**src/rtl/psq_pkg.sv**
```systemverilog
// Package: shared state and wait-selector types for the power sequencer.
// Assumes: state codes are visible at the top-level output and must stay fixed.
package psq_pkg;

    typedef enum logic [2:0] {
        ST_HWOFF  = 3'd0,
        ST_INIT   = 3'd1,
        ST_IDLE   = 3'd2,
        ST_RAMPUP = 3'd3,
        ST_RUN    = 3'd4,
        ST_RAMPDN = 3'd5
    } psq_state_e;

    typedef enum logic [1:0] {
        WAIT_BOOT  = 2'd0,
        WAIT_SWRST = 2'd1,
        WAIT_UP    = 2'd2,
        WAIT_DOWN  = 2'd3
    } psq_wait_e;

    function automatic int unsigned psq_max(input int unsigned a, input int unsigned b);
        return (a > b) ? a : b;
    endfunction

endpackage

```
**src/rtl/psq_pin_filter.sv**
```systemverilog
// Module: psq_pin_filter
// Synchronizes the asynchronous reset pad and reports a shutdown request only
// after the synchronized pad has stayed low for MIN_LOW_CYC consecutive cycles.
// Assumes: SYNC_STAGES >= 2, MIN_LOW_CYC >= 1.
module psq_pin_filter #(
    parameter int unsigned SYNC_STAGES = 2,
    parameter int unsigned MIN_LOW_CYC = 100
) (
    input  logic clk,
    input  logic rst_n,
    input  logic pad_n,
    output logic hw_off
);
    localparam int unsigned LW = $clog2(MIN_LOW_CYC + 1);
    localparam logic [LW-1:0] LIM = LW'(MIN_LOW_CYC);

    logic [SYNC_STAGES-1:0] sync_q;
    logic [LW-1:0]          low_cnt;
    logic                   synced_n;

    // Synchronizer chain; reset value treats the pad as held low.
    generate
        for (genvar i = 0; i < SYNC_STAGES; i++) begin : g_sync
            if (i == 0) begin : g_first
                // First stage samples the pad.
                always_ff @(posedge clk) begin
                    if (!rst_n) sync_q[0] <= 1'b0;
                    else        sync_q[0] <= pad_n;
                end
            end else begin : g_next
                // Later stages shift the sampled value.
                always_ff @(posedge clk) begin
                    if (!rst_n) sync_q[i] <= 1'b0;
                    else        sync_q[i] <= sync_q[i-1];
                end
            end
        end
    endgenerate

    assign synced_n = sync_q[SYNC_STAGES-1];

    // Counts consecutive low samples, saturating at the limit.
    always_ff @(posedge clk) begin
        if (!rst_n)            low_cnt <= LIM;
        else if (synced_n)     low_cnt <= '0;
        else if (low_cnt != LIM) low_cnt <= low_cnt + 1'b1;
    end

    assign hw_off = (low_cnt == LIM);


    pin_low_chk: assert property (@(posedge clk) disable iff (!rst_n)
        $rose(hw_off) |-> !$past(synced_n));

endmodule

```
**src/rtl/psq_delay_sel.sv**
```systemverilog
// Module: psq_delay_sel
// Picks the preset for the wait timer from the wait kind, the ramp enable and
// the sample-rate class. Presets are cycle counts minus one.
// Assumes: every time parameter times CLKS_PER_US fits in CNT_W bits.
module psq_delay_sel
    import psq_pkg::*;
#(
    parameter int unsigned CLKS_PER_US       = 100,
    parameter int unsigned CNT_W             = 20,
    parameter int unsigned T_BOOT_US         = 1500,
    parameter int unsigned T_SWRST_US        = 400,
    parameter int unsigned T_UP_US           = 1000,
    parameter int unsigned T_UP_RAMP_US      = 2700,
    parameter int unsigned T_UP_SLOW_US      = 2300,
    parameter int unsigned T_UP_SLOW_RAMP_US = 4200,
    parameter int unsigned T_DN_US           = 100,
    parameter int unsigned T_DN_RAMP_US      = 4600,
    parameter int unsigned T_DN_SLOW_RAMP_US = 8000
) (
    input  psq_wait_e          wsel,
    input  logic               ramp_en,
    input  logic               rate_low,
    output logic [CNT_W-1:0]   preset
);
    localparam logic [CNT_W-1:0] P_BOOT  = CNT_W'(T_BOOT_US * CLKS_PER_US - 1);
    localparam logic [CNT_W-1:0] P_SWRST = CNT_W'(T_SWRST_US * CLKS_PER_US - 1);
    localparam logic [CNT_W-1:0] P_UP    = CNT_W'(T_UP_US * CLKS_PER_US - 1);
    localparam logic [CNT_W-1:0] P_UPR   = CNT_W'(T_UP_RAMP_US * CLKS_PER_US - 1);
    localparam logic [CNT_W-1:0] P_UPS   = CNT_W'(T_UP_SLOW_US * CLKS_PER_US - 1);
    localparam logic [CNT_W-1:0] P_UPSR  = CNT_W'(T_UP_SLOW_RAMP_US * CLKS_PER_US - 1);
    localparam logic [CNT_W-1:0] P_DN    = CNT_W'(T_DN_US * CLKS_PER_US - 1);
    localparam logic [CNT_W-1:0] P_DNR   = CNT_W'(T_DN_RAMP_US * CLKS_PER_US - 1);
    localparam logic [CNT_W-1:0] P_DNSR  = CNT_W'(T_DN_SLOW_RAMP_US * CLKS_PER_US - 1);

    // Selects the preset; the rate class matters for power-down only with ramp.
    always_comb begin
        preset = P_BOOT;
        unique case (wsel)
            WAIT_BOOT:  preset = P_BOOT;
            WAIT_SWRST: preset = P_SWRST;
            WAIT_UP: begin
                case ({ramp_en, rate_low})
                    2'b00:   preset = P_UP;
                    2'b10:   preset = P_UPR;
                    2'b01:   preset = P_UPS;
                    default: preset = P_UPSR;
                endcase
            end
            WAIT_DOWN: begin
                if (!ramp_en)      preset = P_DN;
                else if (rate_low) preset = P_DNSR;
                else               preset = P_DNR;
            end
            default: preset = P_BOOT;
        endcase
    end

endmodule

```
**src/rtl/psq_timer.sv**
```systemverilog
// Module: psq_timer
// Down-counter for state dwell times: loads a preset, counts to zero and
// reports expiry while at zero. A load of N-1 gives a dwell of N cycles.
// Assumes: the owner ignores expired outside waiting states.
module psq_timer #(
    parameter int unsigned CNT_W = 20
) (
    input  logic             clk,
    input  logic             rst_n,
    input  logic             load,
    input  logic [CNT_W-1:0] preset,
    output logic             expired
);
    logic [CNT_W-1:0] cnt;

    // Loads on request, otherwise decrements until zero.
    always_ff @(posedge clk) begin
        if (!rst_n)         cnt <= '0;
        else if (load)      cnt <= preset;
        else if (cnt != '0) cnt <= cnt - 1'b1;
    end

    assign expired = (cnt == '0);


    tmr_step_chk: assert property (@(posedge clk) disable iff (!rst_n)
        (!load && cnt != '0) |=> (cnt == $past(cnt) - 1'b1));


    tmr_load_chk: assert property (@(posedge clk) disable iff (!rst_n)
        load |=> (cnt == $past(preset)));

endmodule

```
**src/rtl/psq_power_seq.sv**
```systemverilog
// Module: psq_power_seq (top)
// Power state sequencer: hardware shutdown, initialisation, software shutdown,
// power-up, active and power-down, with dwell times scaled by CLKS_PER_US.
// Priority: hardware shutdown over software reset over normal sequencing.
// Assumes: sw_reset is a single-cycle strobe; rst_n is synchronous to clk.
module psq_power_seq
    import psq_pkg::*;
#(
    parameter int unsigned CLKS_PER_US       = 100,
    parameter int unsigned SYNC_STAGES       = 2,
    parameter int unsigned RST_MIN_US        = 1,
    parameter int unsigned T_BOOT_US         = 1500,
    parameter int unsigned T_SWRST_US        = 400,
    parameter int unsigned T_UP_US           = 1000,
    parameter int unsigned T_UP_RAMP_US      = 2700,
    parameter int unsigned T_UP_SLOW_US      = 2300,
    parameter int unsigned T_UP_SLOW_RAMP_US = 4200,
    parameter int unsigned T_DN_US           = 100,
    parameter int unsigned T_DN_RAMP_US      = 4600,
    parameter int unsigned T_DN_SLOW_RAMP_US = 8000
) (
    input  logic       clk,
    input  logic       rst_n,
    input  logic       pad_rst_n,
    input  logic       sw_en,
    input  logic       sw_reset,
    input  logic       ramp_en,
    input  logic       rate_low,
    output logic [2:0] state_o,
    output logic       ctrl_ready,
    output logic       amp_active,
    output logic       pdn_done
);
    localparam int unsigned MAX_US =
        psq_max(psq_max(psq_max(T_BOOT_US, T_SWRST_US), psq_max(T_UP_US, T_UP_RAMP_US)),
                psq_max(psq_max(T_UP_SLOW_US, T_UP_SLOW_RAMP_US),
                        psq_max(T_DN_US, psq_max(T_DN_RAMP_US, T_DN_SLOW_RAMP_US))));
    localparam int unsigned MAX_CYC   = MAX_US * CLKS_PER_US;
    localparam int unsigned CNT_W     = $clog2(MAX_CYC + 1);
    localparam int unsigned MIN_LOW   = RST_MIN_US * CLKS_PER_US;

    psq_state_e       st, st_nxt;
    psq_wait_e        wsel;
    logic             load, expired, hw_off, pdn_set, pdn_clr;
    logic [CNT_W-1:0] preset;

    psq_pin_filter #(
        .SYNC_STAGES (SYNC_STAGES),
        .MIN_LOW_CYC (MIN_LOW)
    ) u_pin (
        .clk    (clk),
        .rst_n  (rst_n),
        .pad_n  (pad_rst_n),
        .hw_off (hw_off)
    );

    psq_delay_sel #(
        .CLKS_PER_US       (CLKS_PER_US),
        .CNT_W             (CNT_W),
        .T_BOOT_US         (T_BOOT_US),
        .T_SWRST_US        (T_SWRST_US),
        .T_UP_US           (T_UP_US),
        .T_UP_RAMP_US      (T_UP_RAMP_US),
        .T_UP_SLOW_US      (T_UP_SLOW_US),
        .T_UP_SLOW_RAMP_US (T_UP_SLOW_RAMP_US),
        .T_DN_US           (T_DN_US),
        .T_DN_RAMP_US      (T_DN_RAMP_US),
        .T_DN_SLOW_RAMP_US (T_DN_SLOW_RAMP_US)
    ) u_sel (
        .wsel     (wsel),
        .ramp_en  (ramp_en),
        .rate_low (rate_low),
        .preset   (preset)
    );

    psq_timer #(
        .CNT_W (CNT_W)
    ) u_tmr (
        .clk     (clk),
        .rst_n   (rst_n),
        .load    (load),
        .preset  (preset),
        .expired (expired)
    );

    // Next-state decode with timer load and done-flag controls.
    always_comb begin
        st_nxt  = st;
        load    = 1'b0;
        wsel    = WAIT_BOOT;
        pdn_set = 1'b0;
        pdn_clr = 1'b0;
        if (hw_off) begin
            st_nxt = ST_HWOFF;
        end else if (sw_reset && st != ST_HWOFF) begin
            st_nxt  = ST_INIT;
            load    = 1'b1;
            wsel    = WAIT_SWRST;
            pdn_clr = 1'b1;
        end else begin
            case (st)
                ST_HWOFF: begin
                    st_nxt = ST_INIT;
                    load   = 1'b1;
                    wsel   = WAIT_BOOT;
                end
                ST_INIT: begin
                    if (expired) st_nxt = ST_IDLE;
                end
                ST_IDLE: begin
                    if (sw_en) begin
                        st_nxt  = ST_RAMPUP;
                        load    = 1'b1;
                        wsel    = WAIT_UP;
                        pdn_clr = 1'b1;
                    end
                end
                ST_RAMPUP: begin
                    if (!sw_en) begin
                        st_nxt = ST_RAMPDN;
                        load   = 1'b1;
                        wsel   = WAIT_DOWN;
                    end else if (expired) begin
                        st_nxt = ST_RUN;
                    end
                end
                ST_RUN: begin
                    if (!sw_en) begin
                        st_nxt = ST_RAMPDN;
                        load   = 1'b1;
                        wsel   = WAIT_DOWN;
                    end
                end
                ST_RAMPDN: begin
                    if (expired) begin
                        st_nxt  = ST_IDLE;
                        pdn_set = 1'b1;
                    end
                end
                default: st_nxt = ST_HWOFF;
            endcase
        end
    end

    // State register.
    always_ff @(posedge clk) begin
        if (!rst_n) st <= ST_HWOFF;
        else        st <= st_nxt;
    end

    // Power-down-done flag: set on completion, cleared by enable or reset.
    always_ff @(posedge clk) begin
        if (!rst_n)                 pdn_done <= 1'b0;
        else if (hw_off || pdn_clr) pdn_done <= 1'b0;
        else if (pdn_set)           pdn_done <= 1'b1;
    end

    assign state_o    = st;
    assign ctrl_ready = (st == ST_IDLE) || (st == ST_RAMPUP) ||
                        (st == ST_RUN)  || (st == ST_RAMPDN);
    assign amp_active = (st == ST_RUN);


    hw_off_chk: assert property (@(posedge clk) disable iff (!rst_n)
        hw_off |=> (st == ST_HWOFF));


    pdn_rise_chk: assert property (@(posedge clk) disable iff (!rst_n)
        $rose(pdn_done) |-> ($past(st) == ST_RAMPDN));


    run_entry_chk: assert property (@(posedge clk) disable iff (!rst_n)
        (st == ST_RUN) |-> ($past(st) == ST_RAMPUP || $past(st) == ST_RUN));


    abort_chk: assert property (@(posedge clk) disable iff (!rst_n)
        (st == ST_RAMPUP && !sw_en && !hw_off && !sw_reset) |=> (st == ST_RAMPDN));


    dn_hold_chk: assert property (@(posedge clk) disable iff (!rst_n)
        (st == ST_RAMPDN && !expired && !hw_off && !sw_reset) |=> (st == ST_RAMPDN));

endmodule

```
**config.mk**
```make
export PLATFORM = sky130hd
export DESIGN_NAME = psq_power_seq
export DESIGN_NICKNAME = d
export VERILOG_FILES = /design/src/rtl/psq_pkg.sv /design/src/rtl/psq_pin_filter.sv /design/src/rtl/psq_delay_sel.sv /design/src/rtl/psq_timer.sv /design/src/rtl/psq_power_seq.sv
export SDC_FILE = /design/constraint.sdc
export NUM_CORES = 1
export LEC_CHECK = 0
export ABC_CLOCK_PERIOD_IN_PS = 2400
export BUFFER_PORTS_ARGS = -buffer_cell sky130_fd_sc_hd__buf_2
export CORE_UTILIZATION = 45
export CTS_BUF_LIST = sky130_fd_sc_hd__clkbuf_8
export CTS_CLUSTER_DIAMETER = 200
export CTS_CLUSTER_SIZE = 30
export DETAILED_ROUTE_END_ITERATION = 7
export PLACE_DENSITY_LB_ADDON = 0.25
export SYNTH_ARGS = -nofsm -noshare
export SYNTH_HDL_FRONTEND = slang
export SYNTH_SLANG_ARGS = --single-unit
```
**constraint.sdc**
```tcl
create_clock -name clk -period 2.4 [get_ports clk]
set_input_delay 0.24 -clock clk [delete_from_list [all_inputs] [get_ports clk]]
set_output_delay 0.24 -clock clk [all_outputs]
set_load 0.02 [all_outputs]
```
# Yosys cells after proc, flatten, opt, wreduce, memory -nomap -nowiden
# Index checks and enable logic that the tools add are counted.
dict set report totals {
  register_bits 33
  output_inout_bits 6
  inputBits 7
  wordCells 84
}
dict set report op_classes {
  add_sub_neg 2
  n_bitwise 1
  n_eq_ne 20
  muxes 32
  n_reduce_logical 21
}
# cell n
set ops {}
lappend ops {{$mux W20} 4}
lappend ops {{$pmux W20 S4} 1}
lappend ops {{$pmux W19 S3} 1}
lappend ops {{$logic_not A20 Y1} 1}
lappend ops {{$reduce_bool A20 Y1} 1}
lappend ops {{$sub A20 B1 Y20 const B} 1}
lappend ops {{$mux W3} 5}
lappend ops {{$pmux W3 S5} 1}
lappend ops {{$mux W7} 2}
lappend ops {{$mux W1} 12}
lappend ops {{$reduce_or A2 Y1} 5}
lappend ops {{$mux W2} 4}
lappend ops {{$reduce_and A4 Y1} 2}
lappend ops {{$add A7 B1 Y7 const B} 1}
lappend ops {{$eq A7 B7 Y1 const B} 1}
lappend ops {{$ne A7 B7 Y1 const B} 1}
lappend ops {{$eq A2 B2 Y1 const B} 3}
lappend ops {{$eq A3 B2 Y1 const B} 2}
lappend ops {{$eq A3 B3 Y1 const B} 2}
lappend ops {{$ne A3 B3 Y1 const B} 2}
lappend ops {{$eq A2 B1 Y1 const B} 2}
lappend ops {{$logic_not A2 Y1} 2}
lappend ops {{$logic_or A1 B1 Y1} 4}
lappend ops {{$ne A2 B2 Y1 const B} 2}
lappend ops {{13 further kinds} 14}

# Longest topological paths before layout
# Gate-level depths: netlist of run 1.
dict set report logic_depth {
  ltp_word 8
  depth_mapped 8
  mapped_depth_nobuf 7
}

# By module
# A second synthesis of run 1 with hierarchy kept.
dict set report unflattened {
  hier_cells 280
  hier_area_um2 2289.7
}
# module area_per_inst_um2 instances cells_each seq_area_each_um2
set modules_own_cells {}
lappend modules_own_cells {psq_timer 1087.3 1 122 400.4}
lappend modules_own_cells {psq_pin_filter 427.9 1 50 180.2}
lappend modules_own_cells {psq_power_seq 406.6 1 56 80.1}
lappend modules_own_cells {psq_delay_sel 367.9 1 52 0.0}

# Least setup slack after synthesis of run 1
# Ideal clock, no wire load.
dict set report synth_path {
  kind {reg2reg}
  startpoint {register u_tmr.cnt[0]}
  endpoint {register u_tmr.cnt[12]}
  synth_period_minus_slack_ps 2203
  slack_ps 197
  path_stages_with_launch 8
  required_time_ps 2283
  path_buffers 0
  arrival_ps 2086
  setup_ps 117
  path_cell_list {dfxtp_1 > inv_1 > ha_1 > or4b_2 > nor3_1 > o211ai_2 > xnor2_1 > a32o_1}
}
dict set report synth_between {
  elab_chain_cells 3
  word_cells_on_any_way 5
  cone_classes {1 x add/sub; 2 x mux; 2 x reduce/logical}
}
# element line
set synth_rtl {}
lappend synth_rtl {{start, declared} psq_timer.sv:14} ;# logic [CNT_W-1:0] cnt;
lappend synth_rtl {{start signal, assigned} psq_timer.sv:19} ;# else if (load) cnt <= preset;
lappend synth_rtl {{start signal, assigned} psq_timer.sv:20} ;# else if (cnt != '0) cnt <= cnt - 1'b1;
lappend synth_rtl {{$sub A20 B1 Y20} psq_timer.sv:20}
lappend synth_rtl {{$mux W20} psq_timer.sv:20}
lappend synth_rtl {{$mux W20} psq_timer.sv:19}
# Parallel ways exist; a longest one is shown, timed or not. The select of a mux whose other input is x is not followed.
# A chain may end at the register's enable or synchronous reset.

# Final worst setup path of run 1
# Ends and elaborated chain as after synthesis.

==> results of run 1 <==
[where the power goes]
group	total [mW]	internal [mW]	switching, mW
Combinational	1.20	0.519	0.685
Sequential	0.833	0.686	0.147
Clock	0.415	0.197	0.218
[area by class of cell]
class / count / share of cell area (%)
clock inverter: 3 / 0.552
clock buffer: 5 / 2.76
multi-input combinational: 223 / 58.8
sequential: 33 / 26.5
inverter: 11 / 1.66
timing repair buffer: 25 / 6.33
tap: 67 / 3.37
[per-stage QoR]
step / area (um^2) / setup slack [ps] / std cells
CTS: 2490 / 122 / 367
floorplan: 2220 / 197 / 279
detailed placement: 2410 / 133 / 359
finish: 2490 / 128 / 367
global placement: 2410 / 236 / 359
global route: 2490 / 36.0 / 367
[sequential cells by signal, indices dropped and copies added (netlist names)]
register,cells
u_tmr.cnt,20
u_pin.low_cnt,7
state_o,3
pdn_done,1
u_pin.sync_q,1
u_pin.synced_n,1
[layer usage]
layer	wire length [um]	GRT usage (%)	part of all wire (%)	vias up
met1	2730	34.5	49	997
met2	2450	37.6	44	47
li1	-	-	-	1069
met5	0	0	0	-
met4	91	8.50	1.6	0
met3	278	4.44	5.0	7
[Yosys cell counts (all sizes together) (7+ instances only)]
master  instances  area share (%)
clkbuf          9             1.5
a21oi          18             4.1
nor3           13             2.9
xnor2          13             5.1
nand3           8             1.8
dfxtp          33              30
nand2          11             1.9
o21ai          24             5.4
ha             11             6.2
or3             7             2.1
nor2           24             4.1
inv            11             1.9
[placed cells by master, fill, tap and decap left out, types with 2 or more instances in the layout]
| master | count |
|---|---|
| dfxtp_1 | 33 |
| nor2_1 | 24 |
| o21ai_0 | 24 |
| a21oi_1 | 18 |
| nor3_1 | 13 |
| xnor2_1 | 13 |
| buf_4 | 13 |
| inv_1 | 12 |
| buf_2 | 12 |
| nand2_1 | 11 |
| ha_1 | 11 |
| nand3_1 | 8 |
| xor2_1 | 6 |
| nand2b_1 | 6 |
| o21a_1 | 6 |
| a31oi_1 | 6 |
| or3_1 | 5 |
| and2_1 | 5 |
| clkbuf_8 | 5 |
| or4_1 | 4 |
| nand4_1 | 4 |
| o31ai_1 | 4 |
| a21boi_0 | 4 |
| nor4_1 | 4 |
| nor4b_1 | 3 |
| o22ai_1 | 3 |
| a211oi_1 | 3 |
| nand3b_1 | 2 |
| o31a_1 | 2 |
| a21o_1 | 2 |
| nor2b_1 | 2 |
| or3_2 | 2 |
| o2bb2ai_1 | 2 |
| nor3b_1 | 2 |
| o22a_1 | 2 |
| clkinv_2 | 2 |
[worst max path at each step]
stage	to	start	depth (start not counted)	slack [ps]
final	u_tmr.cnt[12]	u_tmr.cnt[0]	8	130
after CTS	u_tmr.cnt[12]	u_tmr.cnt[0]	8	120
after global routing	u_tmr.cnt[12]	u_tmr.cnt[0]	8	40
after detailed placement	u_tmr.cnt[12]	u_tmr.cnt[0]	8	130
after global placement	u_tmr.cnt[12]	u_tmr.cnt[0]	8	240
after floorplan	u_tmr.cnt[12]	u_tmr.cnt[0]	7	200
[cells by family (layout without fill, tap and decap cells)]
logic type	Yosys count	in the layout	share of synthesized area, %
AO/OA/AOI/OAI	86	86	24.9
XOR/XNOR	19	19	7.49
adder cells (fa/ha/maj)	11	11	6.19
buffers and inverters	23	44	4.34
flip-flops	33	33	29.7
AND/OR/NAND/NOR	107	107	27.3
==> reports/metrics.yaml, run 1 <==
outcome:
  status: "finished clean"
die:
  io_pins: 13
  fp.dieW_um: 72.3
  coreArea_um2: 4720
  start_util_pct: 47.0
  die_h_um: 72.3
  dieArea_um2: 5220
  core.rowCount: 25
cells_and_area:
  drive_gt1_share_pct: 13.3
  postLayoutCoreUtil_pct: 52.7
  multi_input_area_um2: 1470
  fin_nets: 317
  antenna_cells: 0
  seq_area_um2: 661
  fillers: 461
  areaGrowthSynthToFinish_pct: 12.1
logic_synthesis:
  syn_avg_cell_area_um2: 7.96
  ys_ff_latch: 33
  synthDistinctLibCells: 57
  ys_warn_count: 0
  ys.flop_type: "dfxtp_1"
  syn_nets: 297
  synth.yosys.seq_area_share_pct: 29.7
  syn-cell-area_um2: 2220
  syn_inst: 279
  async_reset_ff_share_pct: 0
  synth_edf_count: 0
timing:
  finClkSkew_ps: 6.89
  whs_ps: 152
  finalSetupViolations: 0
  rsz0062_at_grt: "no"
  setup_tns_ps: 0
  slew_viol_final: 0
  min_period_over_period_pct: 94.7
  min_period_ps: 2270
  finalHoldViolations: 0
  slew_headroom_pct: 61.3
  fmax_mhz: 440
  worst_pin_slew_ps: 574
pwr:
  finalPower_mw: 2.45
  peakVddDrop_uv: 343
  leakagePower_nw: 0.947
  pwr_density_cell_nw_per_um2: 984
critical_path:
  cp.required_ps: 2590
  path_buf_inv: 2
  crit_fanout: 5
  cp_slowest_stage_delay_ps: 680
  r2r-start: "u_tmr.cnt[0]"
  crit_slowest_cell: "or4b_2"
  crit_chain: "inv_1 > ha_1 > or4b_2 > nor3_1 > buf_4 > o211ai_2 > xnor2_1 > a32o_1"
  crit_path_end_kind: "flop"
  cp_top_family: "simple AND/OR/NAND/NOR gates"
  r2r-end: "u_tmr.cnt[12]"
  startpoint_type: "flop"
  critPathKind: "reg -> reg"
  r2r_cells: 8
  reg2reg_slack_ps: 130
  cp.arrival_ps: 2460
cts:
  clk_pin_slew_worst_paths_ps: 70
  post_cts_buffers: 0
  root_buffer: "clkbuf_8"
  cts_buffer_depth: 2
  clock-sinks: 33
  cts_buffers: 5
  htreeDepth: 2
  cts_tree: "done"
  cts-resized-gates: 0
  hold_buffers: 0
  insertion_delay_ps: 290
global_route:
  grt_max_degree: 26
  antenna_found_initial: 0
  gr-usage-all-layers_pct: 24.5
  first_global_vias: 2046
  grt-ovfl-total: 0
  grt_pass1_wl_mm: 9.87
drt:
  vias_per_cell: 5.78
  wirelength_mm: 5.55
  post-route-drc-count: 0
  antenna_left: 0
  wl_per_cell_um: 15.1
  vias: 2120
  first_pass_iters: 4
  drt_iter0_drc: 235
min_path:
  min_to: "u_pin.sync_q[0]"
  min_from: "pad_rst_n"
  hold_path_depth: 2
  min_path_type: "in -> reg"
placement:
  portBuffers: 12
  gp_congestion: 0.877
  place_hpwl_mm: 4.08
run:
  max-cap-violations: 0
Power figures use the tool's default switching activity.
==> run 2, diff against run 1 <==
- GPL_TIMING_DRIVEN: default -> 0
==> reports/metrics.yaml, run 2 (synthesis gave the netlist of run 1 again) <==
timing:
  finalSetupViolations: 0  # unchanged
  worst_pin_slew_ps: 626  # was 574 ps
  fmax_mhz: 440  # about the same
  rsz0062_at_grt: "no"  # unchanged
  min_period_over_period_pct: 94.8  # was 94.7%
  slew_viol_final: 0  # unchanged
  finalHoldViolations: 0  # unchanged
  slew_headroom_pct: 57.7  # was 61.3%
  finClkSkew_ps: 9.57  # was 6.89 ps
  min_period_ps: 2270  # about the same
die:
  dieArea_um2: 5220  # unchanged
  die_h_um: 72.3  # unchanged
  core.rowCount: 25  # unchanged
  fp.dieW_um: 72.3  # unchanged
  start_util_pct: 47.0  # unchanged
  coreArea_um2: 4720  # unchanged
  io_pins: 13  # unchanged
global_route:
  grt_util_met1_pct: 31.2  # was 34.5%
  busiest_layer: "met2"  # unchanged
  met3_usage_pct: 4.58  # was 4.44%
  first_global_vias: 1869  # was 2,046
  grt_max_degree: 11  # was 26
  grt-ovfl-total: 0  # unchanged
  grt_use_met2_pct: 34.8  # was 37.6%
  gr-usage-all-layers_pct: 22.4  # was 24.5%
  antenna_found_initial: 0  # unchanged
  grt_pass1_wl_mm: 9.07  # was 9.87 mm
cells_and_area:
  final_cell_mix: "33 x dfxtp_1, 24 x nor2_1, 23 x o21ai_0"  # was 33 x dfxtp_1, 24 x nor2_1, 24 x o21ai_0
  fillers: 454  # was 461
  final_cell_area_um2: 2500  # was 2490 um^2
  drive_gt1_share_pct: 12.0  # was 13.3%
  areaGrowthSynthToFinish_pct: 12.6  # was 12.1%
  regMostFlops: "u_tmr.cnt"  # unchanged
  antenna_cells: 0  # unchanged
  largest_reg_flops: 20  # unchanged
  fin_nets: 318  # was 317
  final_common_cell: "dfxtp_1"  # unchanged
cts:
  clk_pin_slew_worst_paths_ps: 70  # about the same
  clock-sinks: 33  # unchanged
  cts_buffer_depth: 2  # unchanged
  root_buffer: "clkbuf_8"  # unchanged
  cts_tree: "done"  # unchanged
  hold_buffers: 0  # unchanged
  cts_buffers: 5  # unchanged
  htreeDepth: 2  # unchanged
  insertion_delay_ps: 290  # about the same
placement:
  place_hpwl_mm: 4.15  # was 4.08 mm
  gp_congestion: 0.885  # was 0.877
  placed_area_um2: 2370  # was 2410 um^2
  portBuffers: 12  # unchanged
drt:
  wl_per_cell_um: 15.1  # about the same
  drt_iter0_drc: 224  # was 235
  wirelength_mm: 5.58  # was 5.55 mm
  first_pass_iters: 5  # was 4
  post-route-drc-count: 0  # unchanged
  vias_per_cell: 5.74  # was 5.78
  vias: 2113  # was 2,120
  antenna_left: 0  # unchanged
critical_path:
  crit_path_end_kind: "flop"  # unchanged
  critPathKind: "reg -> reg"  # unchanged
  startpoint_type: "flop"  # unchanged
  crit_fanout: 5  # unchanged
  cp.required_ps: 2580  # was 2590 ps
  cp.arrival_ps: 2460  # about the same
run:
  max-cap-violations: 0  # unchanged
pwr:
  finalPower_mw: 2.48  # was 2.45 mW
  pwr_density_cell_nw_per_um2: 989  # was 984 nW/um^2
  peakVddDrop_uv: 543  # was 343 uV
  leakagePower_nw: 0.927  # was 0.947 nW
outcome:
  status: "finished clean"  # unchanged
min_path:
  min_path_type: "in -> reg"  # unchanged
==> run 2: changes by cell type in the layout (fill, tap and decap cells not counted), sizes merged <==
cell	delta
clkinv	-1
buf	-8
inv	-1
clkbuf	+11
==> run 2: critical path, stage by stage (launching register included) <==
cell and delay (ps):
dfxtp_1 320, inv_1 100, ha_1 240, or4b_2 710, nor3_4 250, o211ai_2 150
xnor2_1 150, a32o_1 250
==> run 2: per-layer routing <==
metal  wire (um)  vias up
li1            -     1071
met1        2720      972
met2        2460       60
met3         314       10
met4          75        0
met5           0        -
==> run 2: path summary, 6_finish.rpt <==
kind                     end  depth (start not counted)  slack (ps)            start
min reg2reg   u_pin.synced_n                          1         440  u_pin.sync_q[0]
max            u_tmr.cnt[12]                          7         130     u_tmr.cnt[0]
min          u_pin.sync_q[0]                          2         160        pad_rst_n
max reg2reg    u_tmr.cnt[12]                          7         130     u_tmr.cnt[0]
==> run 2: where the power goes <==
part / switching, mW / leakage, nW / internal [mW]
Sequential: 0.139 / 0.271 / 0.686
Clock: 0.217 / 0.0542 / 0.260
Combinational: 0.697 / 0.601 / 0.477
Total: 1.05 / 0.927 / 1.42
==> run 2: per-stage QoR <==
step	setup WS (ps)	setup TNS (ps)	utilization (%)	hold WS [ps]	cells
final	126	0	53.0	161	368
after detailed placement	-42.9	-74.9	50.1	418	358
after floorplan	197	0	-	367	279
after global placement	-65.1	-95.1	50.1	418	358
after global routing	14.1	0	53.0	171	368
after CTS	58.4	0	52.3	163	366
==> run 2: what timing repair did <==
action / in CTS / in global routing
pin swaps: 0 / 1
resized for setup: 2 / 3
setup buffers: 0 / 2
endpoints found under the setup margin: 6 / 6
endpoints found under the hold margin: 0 / 0
==> run 2: cell type report <==
type	count	area [um^2]	area share (%)
Clock buffer	7	96.3	3.85
Sequential cell	33	661	26.4
Inverter	11	41.3	1.65
Multi-Input combinational cell	223	1490	59.3
Timing Repair Buffer	14	75.1	3.00
Buffer	12	55.1	2.20
Tap cell	67	83.8	3.35
Clock inverter	1	5.00	0.200
